**src/rtl/thr_run_pkg.sv**
```systemverilog
// Package: shared helpers for the thread run-state update controller.
// Assumes: counts passed in are at least 1.
package thr_run_pkg;

    // Width of an index field able to hold n-1, never below one bit.
    function automatic int idx_w(input int n);
        return (n > 1) ? $clog2(n) : 1;
    endfunction

endpackage

```
**src/rtl/thr_upd_sched.sv**
```systemverilog
// Module: update scheduler.
// Holds the pending-evaluation flag. A write sets it. It clears one cycle
// later, when the evaluation runs, unless another write lands in that same
// cycle, in which case it stays set so that write is not lost.
// Assumes: the evaluation always completes in the cycle the flag is high.
module thr_upd_sched (
    input  logic clk,
    input  logic rst_n,
    input  logic wr_i,
    output logic pend_o
);

    logic pend_q;

    // Pending flag: set on write, consumed by the evaluation one cycle later.
    always_ff @(posedge clk) begin
        if (!rst_n) begin
            pend_q <= 1'b0;
        end else if (wr_i) begin
            pend_q <= 1'b1;
        end else if (pend_q) begin
            pend_q <= 1'b0;
        end
    end

    assign pend_o = pend_q;

    AST_WRITE_ARMS: assert property (@(posedge clk) disable iff (!rst_n)
        wr_i |=> pend_q);

    AST_PEND_DROPS: assert property (@(posedge clk) disable iff (!rst_n)
        (pend_q && !wr_i) |=> !pend_q);

endmodule

```
**src/rtl/thr_run_eval.sv**
```systemverilog
// Module: parallel thread evaluator.
// When go_i is high, decides for every thread in range whether it is halted
// or restored, and registers one-cycle pulse vectors plus a strobe.
// Assumes: the status inputs are stable and valid in the go cycle.
module thr_run_eval #(
    parameter int NT = 4,
    parameter int PW = 2
) (
    input  logic          clk,
    input  logic          rst_n,
    input  logic          go_i,
    input  logic [PW-1:0] cnt_m1_i,
    input  logic [NT-1:0] halt_i,
    input  logic [NT-1:0] act_i,
    output logic          strobe_o,
    output logic [NT-1:0] halt_o,
    output logic [NT-1:0] rest_o
);

    logic [NT-1:0] in_rng;
    logic [NT-1:0] halt_d;
    logic [NT-1:0] rest_d;
    logic [NT-1:0] halt_q;
    logic [NT-1:0] rest_q;
    logic          strobe_q;

    for (genvar t = 0; t < NT; t++) begin : g_thr
        localparam logic [PW:0] TIDX = (PW+1)'(t);

        // Per-thread decision: range test, then halt or restore condition.
        always_comb begin
            in_rng[t] = ({1'b0, cnt_m1_i} >= TIDX);
            halt_d[t] = in_rng[t] & (halt_i[t] | ~act_i[t]);
            rest_d[t] = in_rng[t] & ~halt_i[t] & act_i[t];
        end

        AST_IN_RANGE: assert property (@(posedge clk) disable iff (!rst_n)
            (halt_q[t] || rest_q[t]) |-> ($past({1'b0, cnt_m1_i}) >= TIDX));
    end

    // Result registers: pulses live for exactly the cycle after go_i.
    always_ff @(posedge clk) begin
        if (!rst_n) begin
            strobe_q <= 1'b0;
            halt_q   <= '0;
            rest_q   <= '0;
        end else begin
            strobe_q <= go_i;
            halt_q   <= go_i ? halt_d : '0;
            rest_q   <= go_i ? rest_d : '0;
        end
    end

    assign strobe_o = strobe_q;
    assign halt_o   = halt_q;
    assign rest_o   = rest_q;

    AST_NO_DOUBLE_PULSE: assert property (@(posedge clk) disable iff (!rst_n)
        (halt_q & rest_q) == '0);

    AST_QUIET_IDLE: assert property (@(posedge clk) disable iff (!rst_n)
        !strobe_q |-> (halt_q == '0 && rest_q == '0));

endmodule

```
**src/rtl/thr_rst_defaults.sv**
```systemverilog
// Module: reset-value generator.
// Drives the constant values that the register file loads at reset. Thread 0
// starts active. Every other thread starts dynamically allocatable. The count
// fields hold the built sizes minus one.
// Assumes: NT >= 1 and NG >= 1.
module thr_rst_defaults #(
    parameter int NT = 4,
    parameter int NG = 2,
    parameter int PW = 2,
    parameter int GW = 1
) (
    output logic [NT-1:0] act_o,
    output logic [NT-1:0] halt_o,
    output logic [NT-1:0] dyn_o,
    output logic [PW-1:0] cnt_m1_o,
    output logic [GW-1:0] grp_m1_o,
    output logic          tc_alloc_o,
    output logic          mvp_o
);

    localparam logic [NT-1:0] FIRST = NT'(1);

    // Constant reset values derived from the build parameters.
    always_comb begin
        act_o      = FIRST;
        halt_o     = '0;
        dyn_o      = ~FIRST;
        cnt_m1_o   = PW'(NT - 1);
        grp_m1_o   = GW'(NG - 1);
        tc_alloc_o = 1'b1;
        mvp_o      = 1'b1;
    end

endmodule

```
**src/rtl/thr_run_ctl.sv**
```systemverilog
// Module: thread run-state update controller (top).
// A control-register write schedules one evaluation for the next cycle. The
// evaluation emits per-thread halt and restore pulses. The reset values for
// the thread and configuration fields are also provided.
// Assumes: the caller raises ctl_wr_i once per masked register write.
module thr_run_ctl #(
    parameter  int NUM_THREADS = 4,
    parameter  int NUM_GROUPS  = 2,
    localparam int PW = thr_run_pkg::idx_w(NUM_THREADS),
    localparam int GW = thr_run_pkg::idx_w(NUM_GROUPS)
) (
    input  logic                   clk,
    input  logic                   rst_n,
    input  logic                   ctl_wr_i,
    input  logic [PW-1:0]          thr_count_m1_i,
    input  logic [NUM_THREADS-1:0] thr_halt_i,
    input  logic [NUM_THREADS-1:0] thr_act_i,
    output logic                   upd_pending_o,
    output logic                   upd_strobe_o,
    output logic [NUM_THREADS-1:0] halt_pulse_o,
    output logic [NUM_THREADS-1:0] restore_pulse_o,
    output logic [NUM_THREADS-1:0] rst_act_o,
    output logic [NUM_THREADS-1:0] rst_halt_o,
    output logic [NUM_THREADS-1:0] rst_dyn_o,
    output logic [PW-1:0]          rst_count_m1_o,
    output logic [GW-1:0]          rst_grp_m1_o,
    output logic                   rst_tc_alloc_o,
    output logic                   rst_mvp_o
);

    logic pend;

    thr_upd_sched u_sched (
        .clk    (clk),
        .rst_n  (rst_n),
        .wr_i   (ctl_wr_i),
        .pend_o (pend)
    );

    thr_run_eval #(
        .NT (NUM_THREADS),
        .PW (PW)
    ) u_eval (
        .clk      (clk),
        .rst_n    (rst_n),
        .go_i     (pend),
        .cnt_m1_i (thr_count_m1_i),
        .halt_i   (thr_halt_i),
        .act_i    (thr_act_i),
        .strobe_o (upd_strobe_o),
        .halt_o   (halt_pulse_o),
        .rest_o   (restore_pulse_o)
    );

    thr_rst_defaults #(
        .NT (NUM_THREADS),
        .NG (NUM_GROUPS),
        .PW (PW),
        .GW (GW)
    ) u_dflt (
        .act_o      (rst_act_o),
        .halt_o     (rst_halt_o),
        .dyn_o      (rst_dyn_o),
        .cnt_m1_o   (rst_count_m1_o),
        .grp_m1_o   (rst_grp_m1_o),
        .tc_alloc_o (rst_tc_alloc_o),
        .mvp_o      (rst_mvp_o)
    );

    assign upd_pending_o = pend;

    AST_EVAL_FOLLOWS: assert property (@(posedge clk) disable iff (!rst_n)
        pend |=> upd_strobe_o);

    AST_NO_STRAY_STROBE: assert property (@(posedge clk) disable iff (!rst_n)
        !pend |=> !upd_strobe_o);

endmodule

```
**config.mk**
```make
export PLATFORM = sky130hd
export DESIGN_NAME = thr_run_ctl
export DESIGN_NICKNAME = d
export VERILOG_FILES = /design/src/rtl/thr_run_pkg.sv /design/src/rtl/thr_upd_sched.sv /design/src/rtl/thr_run_eval.sv /design/src/rtl/thr_rst_defaults.sv /design/src/rtl/thr_run_ctl.sv
export SDC_FILE = /design/constraint.sdc
export NUM_CORES = 1
export LEC_CHECK = 0
export ABC_AREA = 1
export ABC_CLOCK_PERIOD_IN_PS = 1950
export BUFFER_PORTS_ARGS = -buffer_cell sky130_fd_sc_hd__buf_2
export CAP_MARGIN = 15
export CORE_AREA = 2 2 39 41
export DETAILED_ROUTE_END_ITERATION = 10
export DIE_AREA = 0 0 41 43
export PLACE_DENSITY = 0.72
export SETUP_SLACK_MARGIN = 0.3
export SYNTH_ARGS = -nofsm -noshare
export SYNTH_HDL_FRONTEND = slang
export SYNTH_SLANG_ARGS = --single-unit
```
**constraint.sdc**
```tcl
create_clock -name clk -period 1.95 [get_ports clk]
set_input_delay 0.39 -clock clk [delete_from_list [all_inputs] [get_ports clk]]
set_output_delay 0.39 -clock clk [all_outputs]
set_load 0.005 [all_outputs]
```
==> results of run 1 <==
-- path summary, 6_finish.rpt --
kind,from,endpoint,slack (ns)
worst max-delay path,u_sched.pend_o,upd_pending_o,0.85
worst min-delay path,ctl_wr_i,u_sched.pend_o,0.31
worst max register to register,u_sched.pend_o,u_eval.rest_o[3],1.18
worst min register to register,u_sched.pend_o,u_eval.halt_o[3],0.56
-- cell usage after synthesis, drive strengths merged --
library cell   n
conb           2
nor3           1
nor2           6
a21oi          1
dfxtp         10
inv            8
nand2         13
buf           17
clkinv         1
-- layer usage --
metal / GRT usage, % / vias to the layer above / share of wire (%) / wire length (um)
li1: - / 181 / - / -
met4: 6.00 / 0 / 3.0 / 21
met5: 0 / - / 0 / 0
met3: 1.57 / 3 / 16 / 111
met1: 5.83 / 135 / 35 / 242
met2: 14.7 / 30 / 46 / 325
-- tightest hold or removal path, stage by stage --
cell and delay [ns]:
sky130_fd_sc_hd__buf_2 0.08, sky130_fd_sc_hd__nand2_1 0.04, sky130_fd_sc_hd__inv_1 0.04
-- metrics by stage --
step	utilization, %	total power, mW	hold slack, ns
after global placement	38.2	0.257	0.550
final	40.8	0.435	0.306
after detailed placement	38.2	0.258	0.555
after global routing	40.8	0.459	0.314
after CTS	40.8	0.437	0.307
after floorplan	-	0.263	0.483
-- logic make-up (layout without fill, tap and decap cells) --
group,Yosys count,in the layout,share of synthesized area (%)
other,2,17,1.60
and+or+nand+nor,20,20,20.0
AOI/OAI and AO/OA,1,1,1.07
buffers and inverters,26,35,34.7
DFF,10,10,42.7
-- final cells by class --
| type | count | area share [%] |
|---|---|---|
| flip-flops and latches | 10 | 35.5 |
| multi-input cells | 38 | 28.8 |
| repair buffers | 22 | 19.5 |
| clock buffers | 4 | 6.43 |
| inverters | 9 | 6.21 |
| well taps | 16 | 3.55 |
-- power by group through the flow --
stage	clock [mW]	sequential [mW]	combinational, mW
6_report	0.181	0.211	0.0429
3_5_place_dp	0	0.215	0.0426
5_1_grt	0.197	0.211	0.0504
3_3_place_gp	0	0.215	0.0420
4_1_cts	0.183	0.211	0.0428
2_1_floorplan	0	0.216	0.0469
-- cells in the final DEF (no fill, tap or decap) --
cell,synthesis,final
sky130_fd_sc_hd__inv_1,6,6
sky130_fd_sc_hd__nor2_1,4,4
sky130_fd_sc_hd__nand2_1,10,10
sky130_fd_sc_hd__inv_2,2,2
sky130_fd_sc_hd__clkinv_2,1,1
sky130_fd_sc_hd__clkbuf_8,0,1
sky130_fd_sc_hd__conb_1,2,17
sky130_fd_sc_hd__a21oi_1,1,1
sky130_fd_sc_hd__clkbuf_4,0,3
sky130_fd_sc_hd__nor3_2,1,1
sky130_fd_sc_hd__dfxtp_1,10,10
sky130_fd_sc_hd__nor2_2,2,2
sky130_fd_sc_hd__nand2_2,3,3
sky130_fd_sc_hd__buf_2,0,22
-- sequential cells by signal, indices dropped and copies added, names as in the netlist --
register	count
u_eval.halt_o	4
u_eval.strobe_o	1
u_eval.rest_o	4
u_sched.pend_o	1
==> key figures, run 1 <==
STA
  • Unrepaired setup endpoints after global routing: false
  • Final worst-path cycle share: 56.6%
  • Count of final hold-check violations: 0
  • Setup slack after layout: 0.846 ns
  • Timing-limited maximum frequency: 0.906 GHz
  • Final Critical Period: 1.10 ns
  • Aggregate negative setup slack: 0 ns
  • Final slew viol count: 0
  • Number of setup violations in the final report: 0
  • Worst setup skew after layout: 0.00102 ns

Clocking
  • Level count of the clock H-tree: 1
  • CTS tree: yes
  • Number of buffers on the longest clock path: 2
  • Cts bufs inserted: 3
  • Clock input transition at the sequential cells of the worst setup and hold paths: 0.06 ns
  • Later-pin clock latency in the skew report: 0.26 ns
  • Hold bufs inserted after CTS: 0
  • TritonCTS sink count: 10
  • Number of buffers inserted to repair setup after CTS: 0
  • Resized cells post-CTS: 0
  • CTS Root Buffer Type: sky130_fd_sc_hd__clkbuf_4

Drt
  • Antenna viol nets, final: 0
  • Average wire length per cell after detail routing: 7.07 um
  • DR iter-0 viols: 0
  • Count of unresolved DRC violations after routing: 0
  • First-pass detailed-route iteration total: 1
  • Via count of the routed design: 349
  • Via-per-instance ratio: 3.53
  • Post-detailed-routing wire length: 700 um

Pwr
  • Power dissipated by switching net loads: 0.0953 mW
  • Cell Pwr Density: 771 nW/um2
  • Int Power: 0.340 mW
  • Clock group share of total power: 41.7%
  • Register share of total power: 48.4%
  • Switching Fraction: 21.9%
  • Lkg Pwr: 0.349 nW
  • Logic pwr share: 9.9%
  • Maximum VDD drop: 0.000160 V

Worst setup path
  • Critical-path maximum fanout: 2
  • Top Family by Delay on Critical Path: flip-flops
  • Critical Path Start Type: register
  • Number of stages on the worst setup path: 1
  • Cell with the largest stage delay on the worst path: sky130_fd_sc_hd__dfxtp_1
  • Number of cells traversed by the worst register-to-register path: 4
  • Sequence of cells on the critical path: buf_2
  • Type of the worst setup path: reg -> out
  • Count of buffer and inverter cells on the critical path: 1
  • CP Data Arrival Time: 0.71 ns
  • Delay of the slowest cell on the worst path: 0.34 ns
  • Crit path required time: 1.56 ns
  • Nature of the critical path endpoint: output port

Place
  • RD Place Congestion: 0.640
  • Count of buffers from port buffering: 22
  • Area post-placement: 528 um2
  • Final HPWL from detailed placement: 603 um
  • Post-Place Cells: 95
  • Post-placement worst setup slack: 0.999 ns

Yosys
  • Number of flip-flops and latches in the synthesized netlist: 10
  • Sequential share of the synthesized area: 42.7%
  • Number of distinct library cells after synthesis: 12
  • Mean Syn Cell Area: 7.95 um2
  • Area share of the leading cell type in the synthesized netlist: 42.7%
  • Gate count of the mapped netlist: 59
  • Cell area after synthesis: 469 um2
  • Leading post-synthesis cells by cell area: sky130_fd_sc_hd__dfxtp_1 43%, sky130_fd_sc_hd__buf_4 27%, sky130_fd_sc_hd__nand2_1 8.0%, sky130_fd_sc_hd__inv_1 4.8%, sky130_fd_sc_hd__nand2_2 4.0%
  • Cell type with the largest total area after synthesis: sky130_fd_sc_hd__dfxtp_1
  • Synthesis Warnings: 0

Floorplanning
  • Initial Utilization: 33.9%
  • Die span in x: 41 um
  • Core Area: 1380 um2
  • Number of rows in the core area: 14
  • Ports placed on the boundary: 40
  • Die outline area: 1760 um2
  • Die Y: 43 um

Global route
  • Leftover overflow at the end of global routing: 0
  • Via count of the first global-routing pass: 251
  • Antenna violations before repair: 0
  • GRT Util Overall: 7.75%
  • Pin count of the biggest net entering global routing: 8
  • First-pass GRT wire length: 910 um

Run
  • Max cap viols: 0

Final layout
  • Count of non-filler cells in the finished layout: 99
  • # diodes: 0
  • Final Instance Area: 564 um2
  • Final layout net count: 97
  • Fillers: 151
  • Area of the multi-input gates: 163 um2
  • Fraction of final layout cells sized beyond drive strength 1: 42.2%
  • Area growth from synthesis to layout: 20.3%
  • Storage element area: 200 um2

Hold path
  • Hold Crit Class: in -> reg
  • Min-Delay Path Depth: 3

Run status
  • Outcome: completed
No activity file was read; power rests on OpenSTA's default activity.
==> run 2, diff against run 1 <==
ABC_CLOCK_PERIOD_IN_PS = 1100   (was 1950)
CORE_AREA = unset   (was 2 2 39 41)
CORE_UTILIZATION = 35   (was unset)
DIE_AREA = unset   (was 0 0 41 43)
PLACE_DENSITY = 0.71   (was 0.72)
clock period = 1.1 ns   (was 1.95 ns; I/O delays follow)
==> run 2 against run 1 <==
Die area is 15% lower. Core utilization is 11 points higher. Worst setup slack worse by 0.66 ns. Non-clock buffer count increased by 1. Clock skew decreased by 0.00065 ns.
==> key figures, run 2 (same netlist as run 1, synthesis figures left out) <==
STA
  • Timing-limited maximum frequency: 1.10 GHz
  • Aggregate negative setup slack: 0 ns
  • Final Critical Period: 0.909 ns
  • Worst setup skew after layout: 0.000369 ns
  • Final slew viol count: 0
  • Final worst-path cycle share: 82.6%
  • Unrepaired setup endpoints after global routing: true
  • Count of final hold-check violations: 0
  • Number of setup violations in the final report: 0

Final layout
  • Final Instance Area: 609 um2
  • Fillers: 121
  • Most common library cell in the layout ignoring fill and taps: sky130_fd_sc_hd__buf_2
  • Final layout net count: 98
  • Most used cells in the layout excluding fill and tap cells: 19 x sky130_fd_sc_hd__buf_2, 17 x sky130_fd_sc_hd__conb_1, 10 x sky130_fd_sc_hd__nand2_1
  • Area growth from synthesis to layout: 29.9%
  • Fraction of final layout cells sized beyond drive strength 1: 48.8%
  • # diodes: 0

Floorplanning
  • Initial Utilization: 40.1%
  • Core Area: 1170 um2
  • Die span in x: 38.6 um
  • Number of rows in the core area: 12
  • Die outline area: 1490 um2
  • Ports placed on the boundary: 40
  • Die Y: 38.6 um

Global route
  • Via count of the first global-routing pass: 279
  • Leftover overflow at the end of global routing: 0
  • Antenna violations before repair: 0
  • GRT Util Overall: 10.2%
  • Pin count of the biggest net entering global routing: 8
  • First-pass GRT wire length: 1000 um

Pwr
  • Lkg Pwr: 0.360 nW
  • Maximum VDD drop: 0.000417 V
  • Cell Pwr Density: 1280 nW/um2

Clocking
  • CTS tree: yes
  • Number of buffers on the longest clock path: 2
  • Clock input transition at the sequential cells of the worst setup and hold paths: 0.06 ns
  • CTS Root Buffer Type: sky130_fd_sc_hd__clkbuf_4
  • Hold bufs inserted after CTS: 0
  • TritonCTS sink count: 10
  • Cts bufs inserted: 3
  • Level count of the clock H-tree: 1
  • Later-pin clock latency in the skew report: 0.26 ns

Worst setup path
  • CP Data Arrival Time: 0.69 ns
  • Critical-path maximum fanout: 1
  • Type of the worst setup path: reg -> out
  • Crit path required time: 0.88 ns
  • Cell with the largest stage delay on the worst path: sky130_fd_sc_hd__dfxtp_2
  • Top Family by Delay on Critical Path: flip-flops
  • Count of buffer and inverter cells on the critical path: 1
  • Sequence of cells on the critical path: buf_2
  • Nature of the critical path endpoint: output port
  • Critical Path Start Type: register
  • Delay of the slowest cell on the worst path: 0.32 ns

Place
  • Count of buffers from port buffering: 22
  • RD Place Congestion: 0.736
  • Area post-placement: 526 um2
  • Final HPWL from detailed placement: 564 um

Drt
  • Antenna viol nets, final: 0
  • Via count of the routed design: 347
  • Via-per-instance ratio: 3.54
  • Average wire length per cell after detail routing: 6.96 um
  • DR iter-0 viols: 5
  • First-pass detailed-route iteration total: 2
  • Count of unresolved DRC violations after routing: 0
  • Post-detailed-routing wire length: 682 um

Run
  • Max cap viols: 0

Hold path
  • Hold Crit Class: in -> reg

Run status
  • Outcome: completed
run 2: layout make-up:
class                           count  area [um2]  area share, %
Clock buffer                        4        36.3           5.95
Inverter                            9        36.3           5.95
Multi-Input combinational cell     38         176           29.0
Sequential cell                    10         206           33.9
Tap cell                           14        17.5           2.87
Timing Repair Buffer               23         136           22.4
run 2: through the flow:
stage                     std cells  utilization (%)  setup slack [ns]  hold WS (ns)  total power, mW
after floorplan                  74                -             0.381         0.313            0.467
after global placement           93             44.9             0.334         0.406            0.456
after detailed placement         93             44.9             0.317         0.405            0.457
after global routing             98             52.0             0.167         0.153            0.816
final                            98             52.0             0.191         0.139            0.783
after CTS                        98             48.8             0.186         0.137            0.775
run 2: worst reg2reg max path, cell delays in order (launching register included):
cell and delay (ns):
sky130_fd_sc_hd__dfxtp_2 0.31, sky130_fd_sc_hd__buf_4 0.14, sky130_fd_sc_hd__nand2_8 0.09, sky130_fd_sc_hd__inv_4 0.04, sky130_fd_sc_hd__nand2_2 0.05, sky130_fd_sc_hd__nor2_2 0.03
run 2: what timing repair did:
item	CTS	global route
resized for setup	2	9
setup endpoints to repair	10	16
setup buffers	1	0
run 2: final timing paths:
path | from | to | slack (ns) | cells after the start
max | u_eval.rest_o[1] | restore_pulse_o[1] | 0.19 | 1
min | ctl_wr_i | u_sched.pend_o | 0.14 | 3
max reg2reg | u_sched.pend_o | u_eval.rest_o[1] | 0.33 | 5
min reg2reg | u_sched.pend_o | u_eval.strobe_o | 0.61 | 3
run 2: report_power, final:
group	total [mW]	switching (mW)	internal, mW
sequential	0.375	0.00311	0.372
combinational	0.0890	0.0507	0.0383
clock	0.319	0.118	0.201
run 2: per-layer routing:
layer  up-vias  global-route usage, %  part of all wire [%]
met5         -                      0                     0
met4         0                   7.76                     0
met3         0                   1.73                    15
met2        29                   18.8                    46
met1       134                   9.71                    39
li1        184                      -                     -
